==> config.mk <==
export PLATFORM = sky130hd
export DESIGN_NAME = serial_rx_queue
export DESIGN_NICKNAME = d
export VERILOG_FILES = /design/src/rtl/srq_pkg.sv /design/src/rtl/srq_sampler.sv /design/src/rtl/srq_store.sv /design/src/rtl/srq_idle_timer.sv /design/src/rtl/serial_rx_queue.sv
export SDC_FILE = /design/constraint.sdc
export NUM_CORES = 1
export LEC_CHECK = 0
export ABC_AREA = 0
export ABC_CLOCK_PERIOD_IN_PS = 4000
export BUFFER_PORTS_ARGS = -buffer_cell sky130_fd_sc_hd__buf_2
export CORE_MARGIN = 4
export CORE_UTILIZATION = 50
export CTS_CLUSTER_DIAMETER = 120
export DETAILED_ROUTE_END_ITERATION = 8
export PLACE_DENSITY_LB_ADDON = 0.3
export SYNTH_ARGS = -nofsm -noshare
export SYNTH_HDL_FRONTEND = slang
export SYNTH_SLANG_ARGS = --single-unit
==> constraint.sdc <==
create_clock -name clk -period 4 [get_ports clk]
set_clock_uncertainty 0.15 [all_clocks]
set_input_delay 0.6 -clock clk [delete_from_list [all_inputs] [get_ports clk]]
set_output_delay 0.6 -clock clk [all_outputs]
set_load 0.1 [all_outputs]
==> src/rtl/srq_pkg.sv <==
package srq_pkg;

  typedef enum logic [2:0] {
    S_IDLE,
    S_START,
    S_DATA,
    S_PAR,
    S_STOP,
    S_HOLD
  } rx_state_t;

  typedef struct packed {
    logic       brk;
    logic       ferr;
    logic       perr;
    logic [7:0] data;
  } rx_entry_t;

  // number of data bits for a word length code
  function automatic int unsigned data_bits(input logic [1:0] wl);
    return 5 + int'(wl);
  endfunction

  // samples in one frame: start + data + optional parity + stop
  function automatic int unsigned frame_ticks(input logic [1:0] wl, input logic pen,
                                              input int unsigned os);
    return (2 + data_bits(wl) + int'(pen)) * os;
  endfunction

  // shift register fills from the top; move the word down to bit 0
  function automatic logic [7:0] right_align(input logic [7:0] sh, input logic [1:0] wl);
    return sh >> (2'd3 - wl);
  endfunction

  // 1 when data plus parity bit do not meet the selected sense
  function automatic logic parity_fault(input logic [7:0] d, input logic pbit, input logic even);
    return (^d) ^ pbit ^ ~even;
  endfunction

endpackage

==> src/rtl/srq_sampler.sv <==
module srq_sampler
  import srq_pkg::*;
#(
  parameter int OVERSAMPLE = 16
) (
  input  logic       clk,
  input  logic       rst_n,
  input  logic       tick,
  input  logic       rx_line,
  input  logic [1:0] word_len,
  input  logic       parity_en,
  input  logic       parity_even,
  output logic       char_valid,
  output rx_entry_t  char_out
);

  localparam int CW = $clog2(OVERSAMPLE);
  localparam logic [CW-1:0] LAST = CW'(OVERSAMPLE - 1);
  localparam logic [CW-1:0] MID  = CW'(OVERSAMPLE / 2 - 1);

  logic            rx_meta, rx_s;
  rx_state_t       state;
  logic [CW-1:0]   cnt;
  logic [2:0]      bit_idx;
  logic [7:0]      shreg;
  logic            pbit;
  logic [2:0]      last_bit;
  logic [7:0]      word;
  logic            is_break;

  assign last_bit = 3'd4 + {1'b0, word_len};
  assign word     = right_align(shreg, word_len);
  assign is_break = (word == 8'd0) && !pbit && !rx_s;

  always_ff @(posedge clk or negedge rst_n) begin
    if (!rst_n) begin
      rx_meta <= 1'b1;
      rx_s    <= 1'b1;
    end else begin
      rx_meta <= rx_line;
      rx_s    <= rx_meta;
    end
  end

  always_ff @(posedge clk or negedge rst_n) begin
    if (!rst_n) begin
      state      <= S_IDLE;
      cnt        <= '0;
      bit_idx    <= '0;
      shreg      <= '0;
      pbit       <= 1'b0;
      char_valid <= 1'b0;
      char_out   <= '0;
    end else begin
      char_valid <= 1'b0;
      if (tick) begin
        unique case (state)
          S_IDLE: if (!rx_s) begin
            state <= S_START;
            cnt   <= '0;
          end
          S_START: if (cnt == MID) begin
            cnt     <= '0;
            bit_idx <= '0;
            pbit    <= 1'b0;
            state   <= rx_s ? S_IDLE : S_DATA;  // high at mid-bit: spurious start
          end else cnt <= cnt + 1'b1;
          S_DATA: if (cnt == LAST) begin
            cnt   <= '0;
            shreg <= {rx_s, shreg[7:1]};
            if (bit_idx == last_bit) state <= parity_en ? S_PAR : S_STOP;
            else bit_idx <= bit_idx + 1'b1;
          end else cnt <= cnt + 1'b1;
          S_PAR: if (cnt == LAST) begin
            cnt   <= '0;
            pbit  <= rx_s;
            state <= S_STOP;
          end else cnt <= cnt + 1'b1;
          S_STOP: if (cnt == LAST) begin
            cnt        <= '0;
            char_valid <= 1'b1;
            if (is_break) char_out <= '{brk: 1'b1, ferr: 1'b0, perr: 1'b0, data: 8'd0};
            else char_out <= '{brk: 1'b0, ferr: !rx_s,
                               perr: parity_en && parity_fault(word, pbit, parity_even),
                               data: word};
            state <= rx_s ? S_IDLE : S_HOLD;
          end else cnt <= cnt + 1'b1;
          S_HOLD: if (rx_s) state <= S_IDLE;
          default: state <= S_IDLE;
        endcase
      end
    end
  end

endmodule

==> src/rtl/srq_store.sv <==
module srq_store
  import srq_pkg::*;
#(
  parameter int DEPTH = 16,
  parameter int CNT_W = $clog2(DEPTH + 1)
) (
  input  logic             clk,
  input  logic             rst_n,
  input  logic             fifo_mode,
  input  logic             push,
  input  rx_entry_t        push_entry,
  input  logic             pop,
  output rx_entry_t        head,
  output logic [CNT_W-1:0] count,
  output logic             full,
  output logic             empty,
  output logic             do_pop,
  output logic             overrun
);

  localparam int PTR_W = $clog2(DEPTH);

  rx_entry_t        mem [DEPTH];
  logic [PTR_W-1:0] rd_ptr, wr_ptr;
  logic             mode_q;
  logic             flush, take, clobber;

  assign flush   = mode_q != fifo_mode;
  assign empty   = count == '0;
  assign full    = fifo_mode ? (count == CNT_W'(DEPTH)) : !empty;
  assign do_pop  = pop && !empty;
  assign take    = push && (!full || do_pop);
  assign clobber = push && full && !do_pop && !fifo_mode;
  assign head    = mem[rd_ptr];

  always_ff @(posedge clk) begin
    if (take) mem[wr_ptr] <= push_entry;
    else if (clobber) mem[rd_ptr] <= push_entry;
  end

  always_ff @(posedge clk or negedge rst_n) begin
    if (!rst_n) begin
      mode_q  <= 1'b0;
      rd_ptr  <= '0;
      wr_ptr  <= '0;
      count   <= '0;
      overrun <= 1'b0;
    end else begin
      mode_q <= fifo_mode;
      if (flush) begin
        rd_ptr  <= '0;
        wr_ptr  <= '0;
        count   <= '0;
        overrun <= 1'b0;
      end else begin
        if (take)   wr_ptr <= wr_ptr + 1'b1;
        if (do_pop) rd_ptr <= rd_ptr + 1'b1;
        count   <= count + CNT_W'(take) - CNT_W'(do_pop);
        overrun <= push && full && !do_pop;
      end
    end
  end

endmodule

==> src/rtl/srq_idle_timer.sv <==
module srq_idle_timer #(
  parameter int TMR_W = 10
) (
  input  logic             clk,
  input  logic             rst_n,
  input  logic             tick,
  input  logic             active,
  input  logic             restart,
  input  logic [TMR_W-1:0] limit,
  output logic             timeout
);

  logic [TMR_W-1:0] cnt;

  assign timeout = cnt >= limit;

  always_ff @(posedge clk or negedge rst_n) begin
    if (!rst_n) cnt <= '0;
    else if (!active || restart) cnt <= '0;
    else if (tick && cnt < limit) cnt <= cnt + 1'b1;
  end

endmodule

==> src/rtl/serial_rx_queue.sv <==
module serial_rx_queue
  import srq_pkg::*;
#(
  parameter int DEPTH         = 16,
  parameter int OVERSAMPLE    = 16,
  parameter int TIMEOUT_CHARS = 4,
  parameter int TRIG_LEVEL    = 8
) (
  input  logic       clk,
  input  logic       rst_n,
  input  logic       tick_16x,
  input  logic       rx_line,
  input  logic       fifo_mode,
  input  logic [1:0] word_len,
  input  logic       parity_en,
  input  logic       parity_even,
  input  logic       pop,
  output logic [7:0] pop_data,
  output logic       pop_parity_err,
  output logic       pop_frame_err,
  output logic       pop_break,
  output logic       data_avail,
  output logic       char_timeout,
  output logic       overrun,
  output logic       dma_ready
);

  localparam int CNT_W = $clog2(DEPTH + 1);
  localparam int TMR_W = $clog2(TIMEOUT_CHARS * 11 * OVERSAMPLE + 1);

  // internal events brought out for the checker
  logic             char_push;
  rx_entry_t        char_entry;
  rx_entry_t        head;
  logic [CNT_W-1:0] store_count;
  logic             store_full, store_empty, store_pop;
  logic [TMR_W-1:0] to_limit;

  srq_sampler #(.OVERSAMPLE(OVERSAMPLE)) u_sampler (
    .clk(clk), .rst_n(rst_n), .tick(tick_16x), .rx_line(rx_line),
    .word_len(word_len), .parity_en(parity_en), .parity_even(parity_even),
    .char_valid(char_push), .char_out(char_entry)
  );

  srq_store #(.DEPTH(DEPTH), .CNT_W(CNT_W)) u_store (
    .clk(clk), .rst_n(rst_n), .fifo_mode(fifo_mode),
    .push(char_push), .push_entry(char_entry), .pop(pop),
    .head(head), .count(store_count), .full(store_full), .empty(store_empty),
    .do_pop(store_pop), .overrun(overrun)
  );

  assign to_limit = TMR_W'(TIMEOUT_CHARS * frame_ticks(word_len, parity_en, OVERSAMPLE));

  srq_idle_timer #(.TMR_W(TMR_W)) u_timer (
    .clk(clk), .rst_n(rst_n), .tick(tick_16x),
    .active(fifo_mode && !store_empty), .restart(char_push || store_pop),
    .limit(to_limit), .timeout(char_timeout)
  );

  assign pop_data       = head.data;
  assign pop_parity_err = head.perr;
  assign pop_frame_err  = head.ferr;
  assign pop_break      = head.brk;
  assign data_avail     = !store_empty;
  assign dma_ready      = fifo_mode ? ((store_count >= CNT_W'(TRIG_LEVEL)) || char_timeout)
                                    : !store_empty;

endmodule

# Yosys cells after proc, flatten, opt, wreduce, memory -nomap -nowiden
# Memories as Yosys holds them, arrays and structs flattened.
# Cells that the tools add are included.
# classes
addsub	12
multipliers	0
n_div	0
magnitude_cmp	3
eq_ne	18
shift	1
n_mux	44
bitwise	3
reduce_logical	39
# ops
operator	count
$mux W3	12
$mux W4	8
$mux W11	2
$mux W10	2
$pmux W3 S6	1
$mux W1	14
$add A4 B1 Y4 const B	3
$ne A2 B1 Y1 const B	6
$pmux W4 S3	1
$reduce_or A11 Y1	1
$add A10 B1 Y10 const B	1
$ge A10 B10 Y1	1
$logic_and A1 B1 Y1	10
$lt A10 B10 Y1	1
$reduce_bool A2 Y1	5
$reduce_and A3 Y1	3
$logic_not A8 Y1	1
$reduce_and A8 Y1	1
$reduce_xor A8 Y1	1
$shr A8 B2 Y8	1
$logic_not A1 Y1	7
$eq A3 B2 Y1 const B	2
$eq A3 B3 Y1 const B	2
$pmux W3 S2	1
28 further kinds	33
# totals
ff_bits	58
latchBits	0
ram_bits	176
rom_bits	0
inputBits	10
output_inout_bits	15
word_cells	139
mem_count	1
# mem_list
name	words	word_bits	read_ports	rd_ports_with_merged_regs	write_ports	line_no	source
u_store.mem	16	11	1	0	1	srq_store.sv:23	rx_entry_t mem [DEPTH];

# Logic depth before layout (Yosys ltp)
# logic_depth
word_depth	11
ltp_mapped	16
mapped_depth_nobuf	15

# Hierarchy
# A second synthesis with hierarchy kept.
# unflattened
cells_unflattened	716
area_unflattened_um2	10641.5
# by_module_without_submodules
mod	instances	cells_per_inst	area_each_um2	seq_area_each_um2
srq_store	1	422	7823.8	5660.4
srq_sampler	1	181	1864.3	828.3
srq_idle_timer	1	98	853.3	250.2
serial_rx_queue	1	15	100.1	0.0

# Least setup slack after synthesis
# Ideal clock, no wire load.
# synth_timing
path_type	input to output
startpoint	input word_len[0]
endpoint	output dma_ready
arrival_time_ps	4082
required_ps	3250
path_slack_ps	-832
path_stages	11
n_path_buf	2
cell_sequence	clkbuf_1 clkinv_1 ha_1 ha_1 ha_1 nor2b_1 o21a_1 o21a_1 clkbuf_1 nor2_1 a41oi_1
# synth_via
elab_chain_cells	6
# synth_lines
item	line_no	source
start: declaration	serial_rx_queue.sv:14	input logic [1:0] word_len,
$add A3 B2 Y4	srq_pkg.sv:21	return 5 + int'(wl);
$add A2 B4 Y4	srq_pkg.sv:27	return (2 + data_bits(wl) + int'(pen)) * os;
$add A4 B1 Y4	srq_pkg.sv:27	
$ge A10 B10 Y1	srq_idle_timer.sv:15	assign timeout = cnt >= limit;
$logic_or A1 B1 Y1	serial_rx_queue.sv:65	assign dma_ready = fifo_mode ? ((store_count >= CNT_W'(TRIG_LEVEL)) || char_timeout)
$mux W1	serial_rx_queue.sv:65	
end: declaration	serial_rx_queue.sv:25	output logic dma_ready
# Every way passes these cells.

# Worst setup path after layout
# Same ends and word-level chain as after synthesis.

==> flow_metrics.tcl <==
set metrics [dict create \
    postCtsSetupBuffers 0 \
    pwr-share-comb_pct 24.6 \
    syn_area_per_cell_um2 15.9 \
    peakVddDrop_mv 0.265 \
    dr_wl_met2_mm 10.5 \
    initial_core_util_pct 51.4 \
    relSlewSlack_pct 33.9 \
    synth-edff-count 176 \
    finalNonFillerCells 964 \
    worstSkewPairLatency_ns 0.50 \
    postSynthNetCount 669 \
    num_antenna_cells 0 \
    crit_arrival_ns 2.96 \
    cts_sinks 234 \
    drc_errors 0 \
    power.internal_w 0.00479 \
    synthFlopType "edfxtp_1" \
    required_ns 3.25 \
    slew_violations 0 \
    netlist_area_um2 10100 \
    power.net_switching_w 0.00208 \
    cts_buffers 25 \
    ys_ff_latch 234 \
    placedCellCount 920 \
    status "finished, final reports clean" \
    cts_tree "done" \
    yosys-top-cells-area "edfxtp_1, dfrtp_1, mux4_2" \
    drt_iter0_drc 398 \
    setup_tns_ns 0 \
    antenna_found_initial 0 \
    clock_path_buffers 3 \
    m1WireLength_mm 8.36 \
    core_area_um2 19700 \
    sw_frac_of_total_pct 30.2 \
    ant_nets 0 \
    gp_congestion 0.824 \
    fmax_ghz 0.270 \
    startpoint "word_len[0]" \
    worstMarginPinSlew_ns 0.989 \
    layout_common_cells "edfxtp_1, mux4_2, dfrtp_1" \
    seqPwrFrac_pct 41.3 \
    dp_slack_ns 0.271 \
    clockPowerShare_pct 34.1 \
    cp_max_fo 7 \
    setup_viol 0 \
    p_per_area_nw_per_um2 595 \
    dieArea_um2 22600 \
    vias 5690 \
    hold_path.class "in2reg" \
    synth_top_area_cell "edfxtp_1" \
    wirelength_mm 20.4 \
    p_leak_nw 3.93 \
    synth_top_area_share_pct 52.2 \
    grt_use_total_pct 19.0 \
    async_flop_share_pct 24.8 \
    wl_per_cell_um 21.2 \
    cp-start-kind "input port" \
    fin_area_um2 11600 \
    rows 51 \
    h-tree-depth 1 \
    hold_viol_final 0 \
    area_growth_pct 14.1 \
    rr_startpoint "u_store.count[3]" \
    mostFrequentLayoutCell "edfxtp_1" \
    io_pins 25 \
    setup_ws_ns 0.291 \
    total_power_w 0.00687 \
    routed-wl-met3_mm 1.18 \
    yosys_warnings 0 \
    fin_crit_ns 3.71 \
    nNetsFinal 715 \
    die_w_um 150 \
    grt_pass1_vias 5897 \
    firstDrtPassIters 4 \
    highest_layer "met4" \
    root_buffer "clkbuf_16" \
    ys_types 57 \
    grt_pass1_wl_mm 33.1 \
    die_h_um 150 \
    placed_cell_area_um2 10700 \
    dp_hpwl_mm 13.5 \
    rsz0062_at_grt "no" \
    netlist_instances 636 \
    portBuffers 24 \
    clk_pin_slew_worst_paths_ns 0.06 \
    yosysSeqAreaShare_pct 66.5 \
    grt_max_degree 37 \
    drive_gt1_share_pct 23.5 \
    worst-setup-path-type "in2out" \
    hold_buffers 0 \
    hp-start "rx_line" \
    cts_resized 0 \
    maxCapViolCount 0 \
    cp-end-kind "output pin" \
    avgViaCountPerCell 5.90 \
    period_share_pct 92.7 \
    grt-ovfl-total 0 \
]
-- cells by family after synthesis --
| group | share of synthesized area, % |
|---|---|
| buffers and inverters | 2.31 |
| AOI/OAI and AO/OA | 4.83 |
| DFF | 66.5 |
| muxes | 14.7 |
| and+or+nand+nor | 7.38 |
| xor gates and xnor gates | 1.38 |
| adders and majority gates | 2.91 |
-- critical path: stages --
cell and delay (ns):
buf_2 0.16, clkinv_1 0.25, ha_1 0.29, ha_1 0.27, ha_1 0.29, nor2b_1 0.15, o21a_1 0.17, o21a_1 0.18
nor2_1 0.25, a41oi_4 0.16, buf_12 0.19
-- routing by layer --
layer  track usage [%]  vias to the layer above
met5                 0                        -
met4              4.30                        0
met3              3.22                       35
met2              32.7                      180
met1              25.8                     2914
li1                  -                     2561
-- state kept, by name, indices dropped and copies added (netlist names) --
signal,count
u_store.overrun,1
u_sampler.pbit,1
u_sampler.bit_idx,3
u_store.mode_q,1
u_store.rd_ptr,4
u_sampler.char_out,11
u_sampler.state,3
u_sampler.shreg,8
u_sampler.cnt,4
u_timer.cnt,10
u_store.count,5
u_sampler.rx_meta,1
u_store.wr_ptr,4
u_sampler.rx_s,1
u_sampler.char_valid,1
u_store.mem,176
-- worst paths after layout --
kind	to	slack, ns	cells after the start
setup / recovery	dma_ready	0.29	11
hold / removal	u_sampler.rx_meta	0.04	1
setup reg to reg	u_store.count[4]	0.83	15
hold reg to reg	u_sampler.rx_s	0.21	0
max in group asynchronous	u_sampler.char_out[2]	2.82	2
min in group asynchronous	u_timer.cnt[4]	0.06	1
-- through the flow --
stage / hold WS (ns) / util [%]
after floorplan: 0.154 / -
after global placement: 0.197 / 54.3
final: 0.0443 / 58.6
after detailed placement: 0.197 / 54.3
after CTS: 0.0230 / 58.6
after global routing: 0.0209 / 58.6
-- power by group through the flow --
stage / registers, W / clock network (W) / logic (W)
2_1_floorplan: 0.00278 / 0 / 0.00144
3_3_place_gp: 0.00288 / 0 / 0.00166
3_5_place_dp: 0.00289 / 0 / 0.00170
4_1_cts: 0.00284 / 0.00238 / 0.00171
5_1_grt: 0.00286 / 0.00250 / 0.00181
6_report: 0.00284 / 0.00235 / 0.00169
-- cells in the mapped netlist (4+ instances only) --
library cell    n
a21oi_1        19
a31oi_1         6
buf_2           7
clkbuf_1       18
dfrtp_1        56
edfxtp_1      176
ha_1           22
inv_1          29
mux2_2         15
mux2i_1         8
mux4_2         55
nand2_1        39
nand2b_1        7
nand3_1        14
nand4_1         4
nor2_1         42
nor3_1         10
o21ai_0        24
o31ai_1         7
or3_1           5
or4_1           6
xnor2_1         9
xor2_1          7
-- cell type report --
| cell class | count | area [µm²] |
|---|---|---|
| clock buffer | 31 | 678 |
| clock inverter | 13 | 166 |
| fill | 1443 | 8160 |
| inverter | 30 | 113 |
| multi-input combinational | 344 | 3180 |
| sequential | 234 | 6740 |
| tap | 265 | 332 |
| timing repair buffer | 47 | 348 |
No activity file was read; power rests on OpenSTA's default activity.
